## src/rtl/enc_latch_pkg.sv

```systemverilog
package enc_latch_pkg;
  // control byte field positions
  localparam int CB_ZERO_EN   = 0;
  localparam int CB_RD_LATCH  = 1;
  localparam int CB_SET_CNT   = 2;
  localparam int CB_RISE_EN   = 3;
  localparam int CB_FALL_EN   = 4;
  localparam int CB_CLR_LATCH = 5;
  localparam int CB_RSVD      = 6;
  localparam int CB_MODE      = 7;
  // status byte field positions
  localparam int SB_ZERO_VAL  = 0;
  localparam int SB_RD_LATCH  = 1;
  localparam int SB_SET_ACK   = 2;
  localparam int SB_ZERO_LVL  = 3;
  localparam int SB_LATCH_LVL = 4;

  typedef struct packed {
    logic rise;
    logic fall;
    logic zero;
  } cap_sel_t;
endpackage

```

## src/rtl/enc_sync_edge.sv

```systemverilog
module enc_sync_edge #(
  parameter int N_PINS      = 2,
  parameter int SYNC_STAGES = 2
) (
  input  logic              clk,
  input  logic              rst,
  input  logic [N_PINS-1:0] pins,
  output logic [N_PINS-1:0] level,
  output logic [N_PINS-1:0] prev
);
  localparam int DEPTH = SYNC_STAGES + 1;

  for (genvar p = 0; p < N_PINS; p++) begin : g_pin
    logic [DEPTH-1:0] sh;
    always_ff @(posedge clk) begin
      if (rst) sh <= '0;
      else     sh <= {sh[DEPTH-2:0], pins[p]};
    end
    assign level[p] = sh[SYNC_STAGES-1];
    assign prev[p]  = sh[SYNC_STAGES];
  end
endmodule

```

## src/rtl/enc_pos_counter.sv

```systemverilog
module enc_pos_counter #(
  parameter int CNT_W = 32
) (
  input  logic             clk,
  input  logic             rst,
  input  logic             load,
  input  logic [CNT_W-1:0] load_val,
  input  logic             clear,
  input  logic             cnt_en,
  input  logic             cnt_up,
  output logic [CNT_W-1:0] count
);
  localparam logic [CNT_W-1:0] ONE = CNT_W'(1);

  always_ff @(posedge clk) begin
    if (rst)         count <= '0;
    else if (load)   count <= load_val;
    else if (clear)  count <= '0;
    else if (cnt_en) count <= cnt_up ? count + ONE : count - ONE;
  end

  a_r3_preset_loads: assert property (@(posedge clk) disable iff (rst)
    load |=> count == $past(load_val));
  a_r2_count_up: assert property (@(posedge clk) disable iff (rst)
    (!load && !clear && cnt_en && cnt_up) |=> count == CNT_W'($past(count) + ONE));
  a_r2_count_down: assert property (@(posedge clk) disable iff (rst)
    (!load && !clear && cnt_en && !cnt_up) |=> count == CNT_W'($past(count) - ONE));
  a_r8_clear: assert property (@(posedge clk) disable iff (rst)
    (!load && clear) |=> count == '0);
endmodule

```

## src/rtl/enc_latch_unit.sv

```systemverilog
module enc_latch_unit
  import enc_latch_pkg::*;
#(
  parameter int CNT_W = 32
) (
  input  logic             clk,
  input  logic             rst,
  input  cap_sel_t         enable,
  input  logic             edge_rise,
  input  logic             edge_fall,
  input  logic             zero_rise,
  input  logic [CNT_W-1:0] cnt_in,
  output logic [CNT_W-1:0] latch_val,
  output logic             zero_valid,
  output logic             any_fire
);
  cap_sel_t en_q;
  cap_sel_t armed;
  cap_sel_t fire;

  always_comb begin
    fire.rise = armed.rise & edge_rise;
    fire.fall = armed.fall & edge_fall & ~enable.rise;
    fire.zero = armed.zero & zero_rise;
  end
  assign any_fire = |fire;

  always_ff @(posedge clk) begin
    if (rst) en_q <= '0;
    else     en_q <= enable;
  end

  // one armed flag per source
  for (genvar s = 0; s < 3; s++) begin : g_arm
    always_ff @(posedge clk) begin
      if (rst)                          armed[s] <= 1'b0;
      else if (!enable[s])              armed[s] <= 1'b0;
      else if (enable[s] && !en_q[s])   armed[s] <= 1'b1;
      else if (fire[s])                 armed[s] <= 1'b0;
    end
  end

  always_ff @(posedge clk) begin
    if (rst)           latch_val <= '0;
    else if (any_fire) latch_val <= cnt_in;
  end

  always_ff @(posedge clk) begin
    if (rst)               zero_valid <= 1'b0;
    else if (!enable.zero) zero_valid <= 1'b0;
    else if (fire.zero)    zero_valid <= 1'b1;
  end

  a_r5_one_shot_rise: assert property (@(posedge clk) disable iff (rst)
    fire.rise |=> !armed.rise);
  a_r6_one_shot_fall: assert property (@(posedge clk) disable iff (rst)
    fire.fall |=> !armed.fall);
  a_r5_capture_value: assert property (@(posedge clk) disable iff (rst)
    any_fire |=> latch_val == $past(cnt_in));
  a_r10_disarm: assert property (@(posedge clk) disable iff (rst)
    !enable.rise |=> !armed.rise);
  a_r7_valid_cleared: assert property (@(posedge clk) disable iff (rst)
    !enable.zero |=> !zero_valid);
  a_r7_valid_set: assert property (@(posedge clk) disable iff (rst)
    fire.zero |=> zero_valid);
endmodule

```

## src/rtl/enc_latch_ctrl.sv

```systemverilog
module enc_latch_ctrl
  import enc_latch_pkg::*;
#(
  parameter int CNT_W       = 32,
  parameter int SYNC_STAGES = 2
) (
  input  logic             clk,
  input  logic             rst,
  input  logic [7:0]       ctrl_byte,
  input  logic [CNT_W-1:0] preset_word,
  input  logic             cnt_en,
  input  logic             cnt_up,
  input  logic             latch_pin,
  input  logic             zero_pin,
  output logic [7:0]       status_byte,
  output logic [CNT_W-1:0] read_word
);
  localparam int PIN_LATCH = 0;
  localparam int PIN_ZERO  = 1;

  logic [7:0]       ctrl;
  logic             set_q;
  logic             preset_fire;
  logic [1:0]       pin_lvl;
  logic [1:0]       pin_prev;
  logic             l_rise, l_fall, z_rise;
  cap_sel_t         cap_en;
  logic [CNT_W-1:0] count;
  logic [CNT_W-1:0] latch_val;
  logic             zero_valid;
  logic             any_fire;

  // process mode only when the mode and reserved bits are clear
  assign ctrl = (ctrl_byte[CB_MODE] | ctrl_byte[CB_RSVD]) ? 8'h00 : ctrl_byte;

  always_ff @(posedge clk) begin
    if (rst) set_q <= 1'b0;
    else     set_q <= ctrl[CB_SET_CNT];
  end
  assign preset_fire = ctrl[CB_SET_CNT] & ~set_q;

  enc_sync_edge #(.N_PINS(2), .SYNC_STAGES(SYNC_STAGES)) u_sync (
    .clk   (clk),
    .rst   (rst),
    .pins  ({zero_pin, latch_pin}),
    .level (pin_lvl),
    .prev  (pin_prev)
  );

  assign l_rise = pin_lvl[PIN_LATCH] & ~pin_prev[PIN_LATCH];
  assign l_fall = ~pin_lvl[PIN_LATCH] & pin_prev[PIN_LATCH];
  assign z_rise = pin_lvl[PIN_ZERO] & ~pin_prev[PIN_ZERO];

  assign cap_en.rise = ctrl[CB_RISE_EN];
  assign cap_en.fall = ctrl[CB_FALL_EN];
  assign cap_en.zero = ctrl[CB_ZERO_EN];

  enc_latch_unit #(.CNT_W(CNT_W)) u_latch (
    .clk        (clk),
    .rst        (rst),
    .enable     (cap_en),
    .edge_rise  (l_rise),
    .edge_fall  (l_fall),
    .zero_rise  (z_rise),
    .cnt_in     (count),
    .latch_val  (latch_val),
    .zero_valid (zero_valid),
    .any_fire   (any_fire)
  );

  enc_pos_counter #(.CNT_W(CNT_W)) u_cnt (
    .clk      (clk),
    .rst      (rst),
    .load     (preset_fire),
    .load_val (preset_word),
    .clear    (any_fire & ctrl[CB_CLR_LATCH]),
    .cnt_en   (cnt_en),
    .cnt_up   (cnt_up),
    .count    (count)
  );

  always_ff @(posedge clk) begin
    if (rst) begin
      status_byte <= '0;
      read_word   <= '0;
    end else begin
      status_byte               <= '0;
      status_byte[SB_ZERO_VAL]  <= zero_valid;
      status_byte[SB_RD_LATCH]  <= ctrl[CB_RD_LATCH];
      status_byte[SB_SET_ACK]   <= ctrl[CB_SET_CNT];
      status_byte[SB_ZERO_LVL]  <= pin_lvl[PIN_ZERO];
      status_byte[SB_LATCH_LVL] <= pin_lvl[PIN_LATCH];
      read_word <= ctrl[CB_RD_LATCH] ? latch_val : count;
    end
  end

  a_r9_reserved_zero: assert property (@(posedge clk) disable iff (rst)
    status_byte[7:5] == 3'b000);
  a_r3_ack_follows: assert property (@(posedge clk) disable iff (rst)
    preset_fire |=> status_byte[SB_SET_ACK]);
  a_r8_clear_on_capture: assert property (@(posedge clk) disable iff (rst)
    (any_fire && ctrl[CB_CLR_LATCH] && !preset_fire) |=> count == '0);
endmodule

```

## config.mk

```make
export PLATFORM = sky130hd
export DESIGN_NAME = enc_latch_ctrl
export DESIGN_NICKNAME = d
export VERILOG_FILES = /design/src/rtl/enc_latch_pkg.sv /design/src/rtl/enc_sync_edge.sv /design/src/rtl/enc_pos_counter.sv /design/src/rtl/enc_latch_unit.sv /design/src/rtl/enc_latch_ctrl.sv
export SDC_FILE = /design/constraint.sdc
export NUM_CORES = 1
export LEC_CHECK = 0
export BUFFER_PORTS_ARGS = -buffer_cell sky130_fd_sc_hd__buf_2
export CORE_ASPECT_RATIO = 1.4
export CORE_MARGIN = 3
export CORE_UTILIZATION = 55
export DETAILED_ROUTE_END_ITERATION = 6
export HOLD_SLACK_MARGIN = 0.15
export MAX_ROUTING_LAYER = met4
export PLACE_DENSITY_LB_ADDON = 0.2
export SKIP_LAST_GASP = 1
export SYNTH_ARGS = -nofsm -noshare
export SYNTH_HDL_FRONTEND = slang
export SYNTH_SLANG_ARGS = --single-unit
```

## constraint.sdc

```tcl
create_clock -name clk -period 8.85 [get_ports clk]
set_input_delay 0.4425 -clock clk [delete_from_list [all_inputs] [get_ports clk]]
set_output_delay 0.4425 -clock clk [all_outputs]
set_load 0.02 [all_outputs]
```

=== After elaboration in Yosys (flattened, before gate mapping) ===
Cells that the tools add are included.

* Bits in registers: 118
* Bits of input ports: 46
* Output and inout bits: 40
* Word-level logic and storage cells: 60

* Add/subtract/negate cells: 2
* Multiplexer cells: 12
* Bitwise logic cells: 17
* Reductions and logical operators: 14

{| class="wikitable"
|+ Operators by type and width
! operator !! count
|-
| $mux 32 || 5
|-
| $add 32x1->32 const B || 1
|-
| $sub 32x1->32 const B || 1
|-
| $and 1x1->1 || 9
|-
| $not 1->1 || 7
|-
| $mux 1 || 6
|-
| $mux 6 || 1
|-
| $reduce_bool 2->1 || 3
|-
| $reduce_or 2->1 || 3
|-
| $logic_and 1x1->1 || 3
|-
| $logic_not 1->1 || 3
|-
| $reduce_bool 3->1 || 1
|-
| $reduce_or 3->1 || 1
|-
| $or 1x1->1 || 1
|}

=== Logic depth before layout (Yosys ltp) ===
Gate-level depths: netlist of the first run.

* Depth in word-level cells: 8
* Gate-level depth with buffers: 11
* Mapped depth without buffers: 10

=== Cells and area by module ===
From an unflattened synthesis of the first run, not the netlist that was laid out.

* Cell total of the unflattened synthesis: 723
* Area, all modules: 6,578.8 um^2

{| class="wikitable"
|+ Modules (own cells, without submodules)
! module !! instances !! cells each !! area each (um^2) !! sequential area each (um^2)
|-
| enc_pos_counter || 1 || 380 || 3,002.9 || 640.6
|-
| enc_latch_ctrl || 1 || 165 || 1,701.6 || 740.7
|-
| enc_latch_unit || 1 || 162 || 1,686.6 || 780.7
|-
| enc_sync_edge || 1 || 16 || 187.7 || 120.1
|}

=== Worst setup path before layout of the first run ===
OpenSTA, ideal clock, no wires.

* Path type: input-to-reg
* Start point: in cnt_up
* End point: reg u_cnt.count[30]
* Setup time: 0.067 ns
* Arrival: 3.077 ns
* Data required time: 8.783 ns
* Setup slack: 5.706 ns
* Cell stages on the path: 10
* Cells stage by stage: inv_1 -> ha_1 -> clkbuf_1 -> a21oi_1 -> o21ai_0 -> a311oi_1 -> a41oi_2 -> a211oi_1 -> mux2_4 -> a21oi_2

* Cells in the longest elaborated chain, start to end: 4

{| class="wikitable"
|+ Ends and longest elaborated chain
! item !! RTL line !! source
|-
| from (decl) || enc_latch_ctrl.sv:12 || <nowiki>input logic cnt_up,</nowiki>
|-
| $mux 32 (2 in a row) || enc_pos_counter.sv:19 || <nowiki>else if (cnt_en) count <= cnt_up ? count + ONE : count - ONE;</nowiki>
|-
| $mux 32 || enc_pos_counter.sv:18 || <nowiki>else if (clear) count <= '0;</nowiki>
|-
| $mux 32 || enc_pos_counter.sv:17 || <nowiki>else if (load) count <= load_val;</nowiki>
|-
| to (signal assigned) || enc_pos_counter.sv:17 ||
|-
| to (signal assigned) || enc_pos_counter.sv:19 ||
|-
| to (decl) || enc_pos_counter.sv:11 || <nowiki>output logic [CNT_W-1:0] count</nowiki>
|}

Every way passes these cells. The select of a mux whose other input is x is not followed.
A chain may end at the register's enable or synchronous reset.

=== Worst setup path in the final report of the first run ===
* Start point: in cnt_up
* End point: reg u_cnt.count[31]

The elaborated chain is that of the path after synthesis.

==> out/metrics.cfg, run 1 <==
[power_and_ir_drop]
power_density_mw_per_mm2=204
p_seq_frac=0.429
swShare=0.332
p_int_uw=886
power.static_leakage_nw=2.74
comb_power_share=0.265
power_frac_clock=0.306
ir_drop_mv=0.121
power.switching_uw=441

[yosys]
synth_top_area_share=0.392
synthCells=673
ys_seq_elements=112
async_flop_share=0
synthFlopType=dfxtp_1
yosys.area.top_type=dfxtp_1
synth_cell_types=59
synth_edf_count=0
yosysSeqAreaShare=0.392
ys_warn_count=0
synth.avg_cell_area_um2=8.50
synth_area_mm2=0.00572
synthTopCellsByArea=dfxtp_1 (39%), a21oi_1 (7.0%), ha_1 (6.6%)

[worst_setup_path]
worstSetupStartpointType=primary input
crit_chain=buf_2, inv_1, buf_4, ha_1, a211oi_1, o211ai_1, a211oi_2, o21ai_2, a31oi_4, a311oi_2, a311oi_1, nand2_1
crit_slowest_cell=a211oi_2
critical_path_arrival_ns=3.28
cp_max_fo=33
critPathKind=in -> reg
cpPeakStageDelay_ns=0.42
crit_path_end_kind=flip-flop
worst_ep_required_time_ns=9.10

[clocking]
cts_root_buf=clkbuf_16
cts.sinks=112
cts_tree=done
post-cts-setup-buffer-count=0
clkLatencyLatePin_ns=0.36
path_clk_slew_ns=0.08
cts_resized=0
ctsHoldBuffers=0
h-tree-depth=3
numCtsBuffers=9
clock_path_buffers=2

[sta]
final_hold_viol_count=0
finalSetupViolCount=0
rsz0062_at_grt=no
finalSetupTns_ns=0
finalClockSkew_ns=0.00867
fmax_ghz=0.330
slew_headroom=0.270
worst_pin_slew_ns=1.09
layout_min_cycle_time_ns=3.03
period_share=0.343
finalMaxSlewViolations=0

[place]
dp_hpwl_um=9760
io_buffers=82
post_dp_cell_area_mm2=0.00619
finalWeightedCongestion=0.880

[drt]
top_layer_used=met4
drt_iter0_drc=276
vias_per_cell=5.80
dr_total_vias=5073
antenna_left=0
drt_wl_total_um=14300
routedWlPerCell_um=16.4
met3_length_um=522
wl_met1_um=6120
dr_wl_met2_um=7330
drcViolationCount=0
first_pass_iters=5

[job]
cap_violations=0

[floorplan]
io_pins=86
core_area_mm2=0.0100
die_w_um=92.2
num_rows=43
die_y_um=127
start_util=0.571
dieArea_mm2=0.0117

[status]
status=finished clean

[global_route]
grt_pass1_vias=4831
grt_max_degree=109
antenna_found_initial=0
overflow=0
grt_pass1_wl_um=23700
grtUsageTotal=0.257

[finish]
fin_nets=811
area_delta_synth_final_pct=13.5
diodes=0
postLayoutCellArea_mm2=0.00649
layout-drive-gt1-share=0.171
fillCellCount=883

[worst_hold_path]
min_path_type=in -> reg

## worst max-delay path, delay by kind of cell
| kind | cells | cell delay, ns |
|---|---|---|
| buf+inv | 3 | 0.53 |
| compound gates | 7 | 1.89 |
| fa+ha+maj | 1 | 0.32 |
| simple gates | 1 | 0.08 |
## metrics by stage
stage	setup WS, ns	hold slack [ns]	power, mW	util	std cells
global placement	5.61	0.387	0.922	0.618	858
CTS	5.83	0.288	1.33	0.649	874
finish	5.82	0.290	1.33	0.649	874
detailed placement	5.51	0.398	0.929	0.618	858
floorplan	5.71	0.384	0.843	-	675
global route	5.56	0.308	1.40	0.649	874
## layout make-up
cell class              count  area [um^2]  area share
inverters                  10         37.5     0.00578
clock buffers               9          225      0.0347
well taps                 135          169      0.0260
clock inverters             7         77.6      0.0120
multi-input cells         512         3270       0.504
repair buffers             89          465      0.0717
flip-flops and latches    112         2240       0.345
## cells by family after synthesis
| family | share of synthesized area |
|---|---|
| and+or+nand+nor | 0.181 |
| muxes | 0.0643 |
| adders and majority gates | 0.0691 |
| AOI/OAI and AO/OA | 0.212 |
| DFF | 0.392 |
| xor gates and xnor gates | 0.0429 |
| other | 0.000656 |
| buffers and inverters | 0.0381 |
## power by group through the flow
stage | registers (mW) | clock network (mW) | logic (mW)
CTS | 0.570 | 0.414 | 0.350
finish | 0.570 | 0.406 | 0.351
detailed placement | 0.582 | 0 | 0.347
global route | 0.576 | 0.431 | 0.390
global placement | 0.580 | 0 | 0.343
floorplan | 0.586 | 0 | 0.257
## worst paths after layout
check	slack, ns	depth (start not counted)	end	startpoint
hold reg to reg	0.41	1	u_latch.armed[0]	u_latch.en_q[0]
setup reg to reg	5.97	9	u_cnt.count[26]	u_sync.g_pin[0].sh[1]
setup / recovery	5.82	12	u_cnt.count[31]	cnt_up
hold / removal	0.29	2	u_sync.g_pin[1].sh[0]	zero_pin
## flip-flops by register name (all words and copies together), names as in the netlist
name                count
u_latch.zero_valid      1
u_cnt.count            32
read_word              32
u_latch.armed           3
u_sync.g_pin.sh         5
u_latch.en_q            3
status_byte             4
u_latch.latch_val      32
## routing by layer
metal	vias up	GRT usage
met4	0	0.0989
met1	2402	0.315
met3	23	0.0273
met2	139	0.436
met5	-	-
li1	2509	-
## cells in the mapped netlist (5+ instances only)
cell and count:
dfxtp_1 112, nand3b_1 5, xnor2_1 11, clkbuf_1 31, a222oi_1 5, mux2i_1 33
nor3_1 23, a21o_1 16, and3_1 6, nor2b_1 6, a221oi_1 10, a211oi_1 8
xor2_1 17, o21ai_0 15, o211ai_1 6, and2_1 11, a21oi_1 80, nand2_1 89
nor2_1 74, buf_4 6, nand3_1 8, inv_1 10, ha_1 30
## cell usage in the layout (no fill, tap or decap), types with 4 or more instances in the layout
master and instances:
and3_1 6, o21ai_0 15, nor2_1 74, a31oi_1 4, nand2_1 89, nand3_1 8, a21oi_1 80, xnor2_1 11
buf_4 8, a21oi_2 4, nor2b_1 6, mux2i_1 33, and2_1 11, o211ai_1 6, a21o_1 16, a211oi_1 8
buf_2 81, a22oi_1 4, ha_1 30, a222oi_1 5, dfxtp_1 112, xor2_1 17, inv_1 10, nand3b_1 5
nor3_1 23, clkbuf_16 9, a221oi_1 10
Note: power is estimated with default switching activity, not from simulation.
==> run 2, diff against run 1 <==
Clock period 8.85 ns to 2.92 ns, I/O delays scaled along.
==> run 2 against run 1 <==
- wire length rose by 5.1%
- die area is the same
- via count increased by 4.0%
- total power grew to 3.1 times the previous value
- combinational power grew to 3.2 times the previous value
- critical path type is now reg -> reg
==> out/metrics.cfg, run 2 (same netlist as run 1, synthesis figures left out) <==
[drt]
met3_length_um=561  ; +7.5%
antenna_left=0  ; unchanged
dr_wl_met2_um=7850  ; +7.1%
drt_iter0_drc=196  ; -29%
drcViolationCount=0  ; unchanged
dr_total_vias=5277  ; +4.0%
routedWlPerCell_um=16.3  ; -0.22%
first_pass_iters=5  ; unchanged
wl_met1_um=6320  ; +3.3%
vias_per_cell=5.73  ; -1.3%
drt_wl_total_um=15000  ; +5.1%
top_layer_used=met4

[worst_setup_path]
crit_chain=ha_1, a211oi_1, o211ai_1, a211oi_2, o21ai_2, a31oi_4, a311oi_2, a311oi_1, nand2_1
critPathTopFamily=compound AO/OA/AOI/OAI gates
critical_path_arrival_ns=2.97  ; -0.31 ns
worstSetupStartpointType=flip-flop
crit_path_end_kind=flip-flop
reg2reg_depth=9  ; unchanged
worst_ep_required_time_ns=3.17  ; -5.93 ns
path_buf_inv=0  ; -3
cpPeakStageDelay_ns=0.43  ; about the same
reg2reg_from=u_cnt.count[1]
crit_slowest_cell=dfxtp_1
timing.rr.end=u_cnt.count[31]
cp_max_fo=5  ; -85%
r2r_slack_ns=0.20  ; -5.77 ns
critPathKind=reg -> reg

[finish]
layout-drive-gt1-share=0.176  ; +0.00507
fin_util=0.695  ; +0.0460
fin_nets=858  ; +5.8%
stdcell_count=921  ; +5.4%
most-common-layout-cells=dfxtp_1 (112), nand2_1 (89), buf_2 (81)
area_delta_synth_final_pct=21.6
diodes=0  ; unchanged
layout_commonest_cell=dfxtp_1
largestRegisters=read_word x32, u_cnt.count x32, u_latch.latch_val x32

[sta]
fmax_ghz=0.368
rsz0062_at_grt=no
period_share=0.931
layout_min_cycle_time_ns=2.72
final_hold_viol_count=0  ; unchanged
slew_headroom=0.565  ; +0.295
finalSetupViolCount=0  ; unchanged
worst_pin_slew_ns=0.653  ; -0.442 ns
finalMaxSlewViolations=0  ; unchanged
finalClockSkew_ns=0.0124  ; +0.00372 ns
finalSetupTns_ns=0  ; unchanged

[power_and_ir_drop]
ir_drop_mv=0.280  ; +130%
power_density_mw_per_mm2=588  ; +190%
power.static_leakage_nw=2.95  ; +7.7%

[floorplan]
dieArea_mm2=0.0117  ; unchanged
die_w_um=92.2  ; unchanged
num_rows=43  ; unchanged
core_area_mm2=0.0100  ; unchanged
io_pins=86  ; unchanged
die_y_um=127  ; unchanged
start_util=0.571  ; unchanged

[job]
cap_violations=0  ; unchanged

[global_route]
grtUsageTotal=0.276  ; +0.0184
grt_pass1_wl_um=25200  ; +6.4%
grt_pass1_vias=5315  ; +10%
overflow=0  ; unchanged
antenna_found_initial=0  ; unchanged
grt_max_degree=59  ; -46%

[place]
io_buffers=82  ; unchanged
finalWeightedCongestion=0.937  ; +6.4%
dp_hpwl_um=10500  ; +8.0%
dp.cells=869  ; +1.3%

[worst_hold_path]
hold_depth=3  ; +1
min_path_type=in -> reg
min_from=preset_word[11]
hold_end=u_cnt.count[11]

[clocking]
cts.sinks=112  ; unchanged
post-cts-setup-buffer-count=0  ; unchanged
clkLatencyLatePin_ns=0.36  ; about the same
cts_root_buf=clkbuf_16
numCtsBuffers=9  ; unchanged
path_clk_slew_ns=0.08  ; about the same
clock_path_buffers=2  ; unchanged
cts_tree=done
h-tree-depth=3  ; unchanged

[status]
status=finished clean

-- run 2: changes by cell type in the layout (fill, tap and decap cells not counted) --
cell	before	now
buf_12	0	1
buf_4	8	18
inv_6	2	1
a211oi_2	1	2
dlygate4sd3_1	0	36
clkinv_4	1	2
a211oi_1	8	7
-- run 2: worst max path at each step --
| stage | startpoint | to | slack [ns] | cells after the start |
|---|---|---|---|---|
| 3_3_place_gp | cnt_up | u_cnt.count[31] | 0.17 | 12 |
| 5_1_grt | u_cnt.count[1] | u_cnt.count[31] | 0.05 | 9 |
| 3_5_place_dp | cnt_up | u_cnt.count[28] | 0.10 | 12 |
| 6_report | u_cnt.count[1] | u_cnt.count[31] | 0.20 | 9 |
| 4_1_cts | u_cnt.count[1] | u_cnt.count[31] | 0.23 | 9 |
| 2_1_floorplan | cnt_up | u_cnt.count[30] | 0.07 | 10 |
-- run 2: routing by layer --
layer,global-route usage,vias up
met5,-,-
met2,0.484,117
met4,0.0927,0
met1,0.321,2532
met3,0.0409,23
li1,-,2605
-- run 2: area by class of cell --
class                   count  area, um^2
repair buffers            136         921
multi-input cells         512        3280
clock buffers               9         225
flip-flops and latches    112        2240
clock inverters             7        77.6
fillers                   837        3060
well taps                 135         169
inverters                  10        37.5
-- run 2: through the flow --
| stage | area (um^2) | total power, mW | hold WS, ns | worst slack, ns |
|---|---|---|---|---|
| floorplan | 5730 | 2.56 | 0.268 | 0.0721 |
| global placement | 6280 | 2.82 | 0.359 | 0.174 |
| detailed placement | 6280 | 2.84 | 0.370 | 0.100 |
| CTS | 6950 | 4.10 | 0.150 | 0.226 |
| global route | 6950 | 4.30 | 0.173 | 0.0523 |
| finish | 6950 | 4.09 | 0.151 | 0.200 |
-- run 2: power breakdown --
part	total [mW]	internal (mW)	switching, mW
Sequential	1.72	1.63	0.0878
Combinational	1.14	0.496	0.641
Clock	1.23	0.606	0.625
Total	4.09	2.74	1.35
-- run 2: worst min-delay path, cell delays in order --
cell	delay (ns)
buf_2	0.08
a221oi_1	0.07
nor3_1	0.16
-- run 2: timing repair --
| item | in CTS | in global routing |
|---|---|---|
| hold endpoints to repair | 38 | 0 |
| resized for setup | 0 | 1 |
| endpoints found under the setup margin | 0 | 1 |
| hold buffers | 36 | 0 |
==> run 3, diff against run 2 <==
Settings changed: CORE_UTILIZATION 55 to 47, SLEW_MARGIN set to 20.
==> run 3 against run 2 <==
- cell area down 0.41%
- fmax up 1.5%
- worst setup slack better by 0.041 ns
- highest routed layer unchanged
- critical endpoint is now u_cnt.count[28]
- largest cell class unchanged
- global-route usage down 6.0 points
- first-iteration DRC count down 4.1%
- worst hold slack better by 0.0030 ns
- sequential cell count unchanged
- register-to-register slack better by 0.04 ns
- via count down 2.3%
- combinational power about the same
==> out/metrics.cfg, run 3 (same netlist as run 1, synthesis figures left out) <==
[finish]
most-common-layout-cells=dfxtp_1 (112), nand2_1 (89), buf_2 (81)
area_delta_synth_final_pct=21.1
largestRegisters=read_word x32, u_cnt.count x32, u_latch.latch_val x32
fillCellCount=1072  ; +28%
layout_commonest_cell=dfxtp_1
stdcell_count=930  ; +0.98%
fin_util=0.583  ; -0.112
diodes=0  ; unchanged
layout-drive-gt1-share=0.172  ; -0.00316
fin_nets=855  ; -0.35%

[place]
dp.cells=879  ; +1.2%
finalWeightedCongestion=1.01  ; +8.0%
post-place-ws_ns=0.0993  ; -0.000726 ns
dp_hpwl_um=10000  ; -5.0%
io_buffers=82  ; unchanged

[sta]
worst_pin_slew_ns=0.662  ; +0.00970 ns
finalClockSkew_ns=0.00844  ; -0.00395 ns
period_share=0.918  ; -0.0139
layout_setup_ws_ns=0.241  ; +0.0405 ns
finalSetupTns_ns=0  ; unchanged
layout_min_cycle_time_ns=2.68  ; -0.0405 ns
rsz0062_at_grt=no
final_hold_viol_count=0  ; unchanged
finalSetupViolCount=0  ; unchanged
fmax_ghz=0.373  ; +1.5%
slew_headroom=0.559  ; -0.00646
finalMaxSlewViolations=0  ; unchanged

[global_route]
busiest_layer=met2
grtUsageMet2=0.366  ; -0.118
grtUsageTotal=0.215  ; -0.0604
overflow=0  ; unchanged
antenna_found_initial=0  ; unchanged
grt_pass1_wl_um=23200  ; -7.9%
use_met3=0.0245  ; -0.0164
grt_max_degree=65  ; +10%
met1_usage=0.256  ; -0.0651
grt_pass1_vias=4924  ; -7.4%

[clocking]
cts_tree=done
numCtsBuffers=9  ; unchanged
h-tree-depth=3  ; unchanged
cts_root_buf=clkbuf_16
path_clk_slew_ns=0.07  ; about the same
clkLatencyLatePin_ns=0.36  ; about the same
cts.sinks=112  ; unchanged
cts_resized=0  ; unchanged
clock_path_buffers=2  ; unchanged

[worst_setup_path]
timing.rr.end=u_cnt.count[28]
worstSetupStartpointType=flip-flop
crit_chain=fa_1, a21oi_2, o211ai_2, a211oi_1, o21bai_1, a221oi_2, xnor2_1, a222oi_1, nor2_1
crit_path_end_kind=flip-flop
critPathTopFamily=compound AO/OA/AOI/OAI gates
cpPeakStageDelay_ns=0.44  ; about the same
critPathKind=reg -> reg
reg2reg_from=u_cnt.count[1]
crit_slowest_cell=fa_1
r2r_slack_ns=0.24  ; +0.04 ns
reg2reg_depth=9  ; unchanged
path_buf_inv=0  ; unchanged
worst_ep_required_time_ns=3.15  ; -0.02 ns
cp_max_fo=5  ; unchanged
critical_path_arrival_ns=2.91  ; -0.06 ns

[drt]
drt_iter0_drc=188  ; -4.1%
routedWlPerCell_um=15.4  ; -5.8%
antenna_left=0  ; unchanged
vias_per_cell=5.54  ; -3.3%
drcViolationCount=0  ; unchanged
first_pass_iters=4  ; -1
dr_total_vias=5155  ; -2.3%
drt_wl_total_um=14300  ; -4.8%

[power_and_ir_drop]
ir_drop_mv=0.309  ; +11%
finalPower_mw=4.06  ; -0.70%
power.static_leakage_nw=2.93  ; -0.61%
power_density_mw_per_mm2=587  ; -0.29%

[job]
cap_violations=0  ; unchanged

[floorplan]
io_pins=86  ; unchanged
die_w_um=99.2  ; +7.6%
start_util=0.481  ; -0.0900
core_area_mm2=0.0119  ; +19%
num_rows=47  ; +9.3%
die_y_um=137  ; +7.8%
dieArea_mm2=0.0135  ; +16%

[worst_hold_path]
min_from=preset_word[14]
min_path_type=in -> reg
hold_end=u_cnt.count[14]
hold_depth=3  ; unchanged

[status]
status=finished clean

==> run 3: report_power, final <==
| group | switching, mW | internal, mW | total [mW] |
|---|---|---|---|
| registers | 0.0895 | 1.63 | 1.72 |
| logic | 0.626 | 0.493 | 1.12 |
| clock network | 0.603 | 0.616 | 1.22 |
| total | 1.32 | 2.74 | 4.06 |
==> run 3: what timing repair did <==
action,CTS,global route
hold endpoints to repair,37,0
hold buffers,35,0
setup buffers,0,0
==> run 3: how the worst max path moves through the flow <==
stage	start	endpoint	slack, ns	cells past startpoint
2_1_floorplan	cnt_up	u_cnt.count[30]	0.07	10
3_5_place_dp	cnt_up	u_cnt.count[28]	0.1	12
6_report	u_cnt.count[1]	u_cnt.count[28]	0.24	9
4_1_cts	u_cnt.count[1]	u_cnt.count[31]	0.26	9
5_1_grt	u_cnt.count[1]	u_cnt.count[28]	0.03	9
3_3_place_gp	cnt_up	u_cnt.count[28]	0.18	12
==> run 3: worst register-to-register path: stages (launching register included) <==
cell      delay (ns)
dfxtp_1         0.37
fa_1            0.44
a21oi_2         0.22
o211ai_2        0.14
a211oi_1        0.32
o21bai_1        0.25
a221oi_2        0.34
xnor2_1         0.10
a222oi_1        0.32
nor2_1          0.06
==> run 3: cell type report <==
class                      instances  area, um^2  share of cell area
clock buffer                      10         239              0.0345
clock inverter                     6        50.0             0.00723
inverter                          10        37.5             0.00542
multi-input combinational        512        3270               0.473
sequential                       112        2240               0.324
tap                              147         184              0.0266
timing repair buffer             133         896               0.129
==> run 3: per-stage QoR <==
step           hold WS, ns  cell area (um^2)
6_report             0.154              6920
5_1_grt              0.179              6920
4_1_cts              0.152              6920
3_5_place_dp         0.359              6280
3_3_place_gp         0.355              6280
2_1_floorplan        0.268              5730
==> run 3: layer usage <==
metal,part of all wire,vias up
met2,0.50,122
li1,-,2597
met4,0.027,0
met3,0.037,29
met5,0,-
met1,0.43,2407
